## src/rtl/bitlink_pkg.sv

```systemverilog
package bitlink_pkg;
  localparam int BYTE_W = 8;
  localparam int FCS_W = 16;
  localparam logic [BYTE_W-1:0] FLAG_OCTET = 8'h7E;
  localparam logic [FCS_W-1:0] FCS_POLY_REFL = 16'h8408;
  localparam logic [FCS_W-1:0] FCS_PRESET = 16'hFFFF;

  typedef enum logic [2:0] {
    ST_IDLE,
    ST_WAIT_CTS,
    ST_OPEN,
    ST_DATA,
    ST_FCS,
    ST_ABORT,
    ST_CLOSE
  } tx_state_e;
endpackage

```

## src/rtl/rst_sync.sv

```systemverilog
module rst_sync (
  input  logic clk,
  input  logic rst_n_i,
  output logic srst_n_o
);
  logic [1:0] stage_q;

  always_ff @(posedge clk or negedge rst_n_i) begin
    if (!rst_n_i) stage_q <= '0;
    else          stage_q <= {stage_q[0], 1'b1};
  end

  assign srst_n_o = stage_q[1];
endmodule

```

## src/rtl/fcs_step.sv

```systemverilog
module fcs_step #(
  parameter int              W    = 16,
  parameter logic [W-1:0]    POLY = 16'h8408
) (
  input  logic [W-1:0] crc_i,
  input  logic         bit_i,
  output logic [W-1:0] crc_o
);
  logic feedback;

  always_comb begin
    feedback = crc_i[0] ^ bit_i;
    crc_o    = (crc_i >> 1) ^ (feedback ? POLY : '0);
  end
endmodule

```

## src/rtl/run_guard.sv

```systemverilog
module run_guard #(
  parameter int RUN_LEN = 5
) (
  input  logic clk,
  input  logic rst_n,
  input  logic step,
  input  logic bit_val,
  input  logic countable,
  output logic stuff_now
);
  localparam int CW = $clog2(RUN_LEN + 1);

  logic [CW-1:0] run_q, run_d;

  assign stuff_now = (run_q == CW'(RUN_LEN));

  always_comb begin
    run_d = run_q;
    if (step) begin
      if (stuff_now || !countable || !bit_val) run_d = '0;
      else                                     run_d = run_q + 1'b1;
    end
  end

  always_ff @(posedge clk or negedge rst_n) begin
    if (!rst_n) run_q <= '0;
    else        run_q <= run_d;
  end
endmodule

```

## src/rtl/bitlink_tx.sv

```systemverilog
module bitlink_tx #(
  parameter int RUN_LEN   = 5,
  parameter int ABORT_LEN = 8
) (
  input  logic       clk,
  input  logic       rst_n,
  input  logic       bit_en,
  input  logic [7:0] in_data,
  input  logic       in_valid,
  input  logic       in_last,
  output logic       in_ready,
  output logic       rts_o,
  input  logic       cts_i,
  output logic       txd
);
  import bitlink_pkg::*;

  localparam int IDX_W = $clog2(FCS_W + ABORT_LEN);
  localparam logic [IDX_W-1:0] BYTE_END  = IDX_W'(BYTE_W - 1);
  localparam logic [IDX_W-1:0] FCS_END   = IDX_W'(FCS_W - 1);
  localparam logic [IDX_W-1:0] ABORT_END = IDX_W'(ABORT_LEN - 1);

  tx_state_e         state_q, state_d;
  logic [IDX_W-1:0]  idx_q, idx_d;
  logic [FCS_W-1:0]  sh_q, sh_d;
  logic [FCS_W-1:0]  crc_q, crc_d, crc_step_w;
  logic              last_q, last_d;
  logic              rts_q, rts_d;
  logic              txd_q, txd_d;
  logic              srst_n;
  logic              src_bit, countable, stuff_now, advance;

  rst_sync u_rst (.clk(clk), .rst_n_i(rst_n), .srst_n_o(srst_n));

  fcs_step #(.W(FCS_W), .POLY(FCS_POLY_REFL)) u_fcs (
    .crc_i(crc_q), .bit_i(sh_q[0]), .crc_o(crc_step_w)
  );

  run_guard #(.RUN_LEN(RUN_LEN)) u_run (
    .clk(clk), .rst_n(srst_n), .step(bit_en), .bit_val(src_bit),
    .countable(countable), .stuff_now(stuff_now)
  );

  // bit source for the current state
  always_comb begin
    src_bit   = 1'b1;
    countable = 1'b0;
    case (state_q)
      ST_OPEN, ST_CLOSE: src_bit = FLAG_OCTET[idx_q[2:0]];
      ST_DATA, ST_FCS: begin
        src_bit   = sh_q[0];
        countable = 1'b1;
      end
      default: src_bit = 1'b1;
    endcase
  end

  assign advance  = bit_en && !stuff_now;
  assign in_ready = advance && (idx_q == BYTE_END) &&
                    ((state_q == ST_OPEN) || ((state_q == ST_DATA) && !last_q));

  // next-state logic
  always_comb begin
    state_d = state_q;
    idx_d   = idx_q;
    sh_d    = sh_q;
    crc_d   = crc_q;
    last_d  = last_q;
    rts_d   = rts_q;
    txd_d   = txd_q;
    if (bit_en) txd_d = stuff_now ? 1'b0 : src_bit;
    if (advance) begin
      idx_d = idx_q + 1'b1;
      case (state_q)
        ST_IDLE: begin
          idx_d = '0;
          rts_d = in_valid;
          if (in_valid) state_d = ST_WAIT_CTS;
        end
        ST_WAIT_CTS: begin
          idx_d = '0;
          if (cts_i) state_d = ST_OPEN;
        end
        ST_OPEN: begin
          if (idx_q == BYTE_END) begin
            idx_d = '0;
            if (in_valid) begin
              state_d = ST_DATA;
              sh_d    = {{(FCS_W-BYTE_W){1'b0}}, in_data};
              last_d  = in_last;
              crc_d   = FCS_PRESET;
            end else begin
              state_d = ST_IDLE;
            end
          end
        end
        ST_DATA: begin
          crc_d = crc_step_w;
          sh_d  = sh_q >> 1;
          if (idx_q == BYTE_END) begin
            idx_d = '0;
            if (last_q) begin
              state_d = ST_FCS;
              sh_d    = ~crc_step_w;
            end else if (in_valid) begin
              sh_d   = {{(FCS_W-BYTE_W){1'b0}}, in_data};
              last_d = in_last;
            end else begin
              state_d = ST_ABORT;
            end
          end
        end
        ST_FCS: begin
          sh_d = sh_q >> 1;
          if (idx_q == FCS_END) begin
            idx_d   = '0;
            state_d = ST_CLOSE;
          end
        end
        ST_ABORT: begin
          if (idx_q == ABORT_END) begin
            idx_d   = '0;
            state_d = ST_CLOSE;
          end
        end
        ST_CLOSE: begin
          if (idx_q == BYTE_END) begin
            idx_d   = '0;
            state_d = in_valid ? ST_OPEN : ST_IDLE;
          end
        end
        default: state_d = ST_IDLE;
      endcase
    end
  end

  always_ff @(posedge clk or negedge srst_n) begin
    if (!srst_n) begin
      state_q <= ST_IDLE;
      idx_q   <= '0;
      sh_q    <= '0;
      crc_q   <= FCS_PRESET;
      last_q  <= 1'b0;
      rts_q   <= 1'b0;
      txd_q   <= 1'b1;
    end else begin
      state_q <= state_d;
      idx_q   <= idx_d;
      sh_q    <= sh_d;
      crc_q   <= crc_d;
      last_q  <= last_d;
      rts_q   <= rts_d;
      txd_q   <= txd_d;
    end
  end

  assign rts_o = rts_q;
  assign txd   = txd_q;
endmodule

```

## config.mk

```make
export PLATFORM = sky130hd
export DESIGN_NAME = bitlink_tx
export DESIGN_NICKNAME = d
export VERILOG_FILES = /design/src/rtl/bitlink_pkg.sv /design/src/rtl/rst_sync.sv /design/src/rtl/fcs_step.sv /design/src/rtl/run_guard.sv /design/src/rtl/bitlink_tx.sv
export SDC_FILE = /design/constraint.sdc
export NUM_CORES = 1
export LEC_CHECK = 0
export BUFFER_PORTS_ARGS = -buffer_cell sky130_fd_sc_hd__buf_2
export CAP_MARGIN = 5
export CORE_MARGIN = 2
export CORE_UTILIZATION = 55
export CTS_CLUSTER_SIZE = 16
export DETAILED_ROUTE_END_ITERATION = 10
export PLACE_DENSITY_LB_ADDON = 0.3
export SKIP_CTS_REPAIR_TIMING = 1
export SLEW_MARGIN = 20
export SYNTH_ARGS = -nofsm -noshare
export SYNTH_HDL_FRONTEND = slang
export SYNTH_SLANG_ARGS = --single-unit
```

## constraint.sdc

```tcl
create_clock -name clk -period 1.47 [get_ports clk]
set_input_delay 0.0735 -clock clk [delete_from_list [all_inputs] [get_ports clk]]
set_output_delay 0.0735 -clock clk [all_outputs]
set_load 0.02 [all_outputs]
```

==> metrics <==
initial antenna violation count 0; dpl hpwl 4820 microns; failing checks negative setup slack; insertion delay to the later sink of the worst-skew pair 310 ps; hold wc startpoint bit_en; kind of critical path reg2reg; number of global-route vias before repair 2,175; r2r setup slk -280 ps; post-synthesis sequential area ratio 0.438; largest family of logic cells by synthesized area compound AO/OA/AOI/OAI gates; post-synthesis compound-gate area fraction 0.257; setup_tns -7070 ps; core area 4820 sq um; WP data arrival 2000 ps; ys async rst share 1.00; syn_area_per_cell 8.70 sq um; pin count of the biggest net entering global routing 33; Synth Net Count 341; Hold Fails Final Rpt 0; Post-synth EDFFs 0; Simple-Gate Fraction of Synth Area 0.199; status finished with violations; TritonCTS clock tree built; Fill cells 343; die height 75.2 microns; period utilization 1.19; antenna diode count 0; Fmax 573 MHz; DRT Pass-1 Iters 7; Startpoint Class flip-flop; RR Startpoint state_q[0]$_DFFE_PN0P_; final WL 8230 microns; die width 75.2 microns; synth unique cells 51; crit path launch state_q[0]$_DFFE_PN0P_; # clock sinks 48; Fin Hold WS about 11 ps; final core occ 0.767; DRC errors left 0; clk_skew just over 9 ps; Synth Area in Adders 0.0269; Cell Rows 25; post-synthesis register bit count 48; VDD IR max 1.20 mV; most common cell after layout, fill and taps aside nor2_1; Longest Clk Path Bufs 2; Layout area overhead 32.4%; synthesized instance count 321; global-route wire length before repair 10,900 microns; mux share of post-synthesis cell area 0.0148; critical path capture point type flip-flop; fraction of layout cells with a size suffix above 1 0.410; unrepaired setup endpoints after global routing true; Routability Congestion 0.933; clock slew at reported path FFs 100 ps; yosys warns 0; H-tree depth 2; Max-cap violations 0; number of I/O pins 17; detailed router's first-iteration violation count 363; Initial Utilization 0.579; Min Clock Period, post-route 1750 ps; design area 3700 sq um; grt ovf 0; DP Area 3230 sq um; final worst slack -276 ps; Critical Path Fanout Max 8; Req. time, crit path 1720 ps; DRT antenna net count 0; final layout net count 402; Power Density 1930 nW/um^2; commonest cells after routing, fill and taps aside nor2_1 (52), buf_4 (43), a21oi_1 (42); DIE AREA 5660 sq um; WL/cell ~18 microns; Max Slew Vio Count 0; Worst Hold Class in2reg; Post-synth top flop dfrtp_1; Inserted Clock Buffers 5; clk root buf clkbuf_8; port buffer count 16; vias per cell 6.29; setup violators final between 40 and 50; Post-Synth XOR/XNOR Area 0.0126; Tot GR Track Use 0.256; mapped cell area 2790 sq um; leak pwr 1.55 nW; total number of vias ~2,800
-- state kept, by name, summed over array words and instances, names as in the netlist --
signal / flops
crc_q: 16
idx_q: 5
last_q: 1
rts_o: 1
sh_q: 16
state_q: 3
txd: 1
u_rst.stage_q: 2
u_run.run_q: 3
-- cell families (layout without fill, tap and decap cells) --
logic type	Yosys count	in the layout
AO/OA/AOI/OAI	113	115
XOR/XNOR	4	4
adder cells (fa/ha/maj)	6	6
buffers and inverters	27	87
flip-flops	48	48
multiplexers	4	4
other	1	1
AND/OR/NAND/NOR	118	118
-- cell usage after synthesis, drive strengths merged (2+ instances only) --
| cell type | instances | area [sq um] |
|---|---|---|
| nor3 | 4 | 20.0 |
| xnor2 | 2 | 17.5 |
| clkbuf | 5 | 18.8 |
| a31oi | 2 | 12.5 |
| o21ai | 32 | 201 |
| a211oi | 2 | 15.0 |
| xor2 | 2 | 17.5 |
| dfrtp | 31 | 776 |
| o211ai | 2 | 15.0 |
| a22oi | 5 | 37.5 |
| ha | 6 | 75.1 |
| mux2i | 3 | 30.0 |
| o31ai | 3 | 22.5 |
| nor2b | 9 | 56.3 |
| dfstp | 17 | 447 |
| o22ai | 7 | 43.8 |
| nand2b | 4 | 25.0 |
| inv | 9 | 33.8 |
| nor2 | 55 | 214 |
| buf | 13 | 88.8 |
| nand3 | 7 | 40.0 |
| a21o | 3 | 22.5 |
| o311ai | 2 | 17.5 |
| a21oi | 47 | 239 |
| nand2 | 30 | 113 |
-- per-stage QoR --
step	std cells	worst slack [ps]	power [mW]
global placement	427	-154	5.31
global route	450	-335	7.53
finish	450	-276	7.15
detailed placement	427	-269	5.41
floorplan	321	-134	4.36
CTS	435	-518	6.26
-- critical path, cell delays in order, from the launching register on --
cell     delay [ps]
dfrtp_1         400
buf_6           140
buf_4           150
nor2b_1         380
o22ai_1         150
o22ai_1         240
a21oi_1         100
o21ai_2         120
-- cell type report --
cell class,count,area [sq um],area share
clock buffers,7,86.3,0.0234
clock inverters,1,8.76,0.00237
inverters,9,33.8,0.00914
multi-input cells,248,1700,0.460
flip-flops and latches,48,1220,0.331
well taps,67,83.8,0.0227
repair buffers,70,558,0.151
-- path summary, 6_finish.rpt --
check                                                   to  depth (start not counted)
worst max-delay path                   sh_q[5]$_DFFE_PN0P_                          7
max in group asynchronous             crc_q[4]$_DFFE_PN1P_                          1
min in group asynchronous       u_rst.stage_q[1]$_DFF_PN0_                          2
worst max register to register         sh_q[5]$_DFFE_PN0P_                          7
worst min register to register         sh_q[9]$_DFFE_PN0P_                          1
worst min-delay path                       txd$_DFFE_PN1P_                          2
-- where the power goes --
group	leakage [nW]	switching, mW	internal (mW)
Clock	0.0484	0.467	0.386
Combinational	0.924	2.14	1.75
Sequential	0.581	0.471	1.94
-- routing by layer --
layer | vias up | wire [microns] | GRT usage
li1 | 1256 | - | -
met1 | 1362 | 3340 | 0.403
met2 | 176 | 3990 | 0.365
met3 | 37 | 663 | 0.0522
met4 | 0 | 234 | 0.0565
met5 | - | 0 | 0
Power figures use the tool's default switching activity.
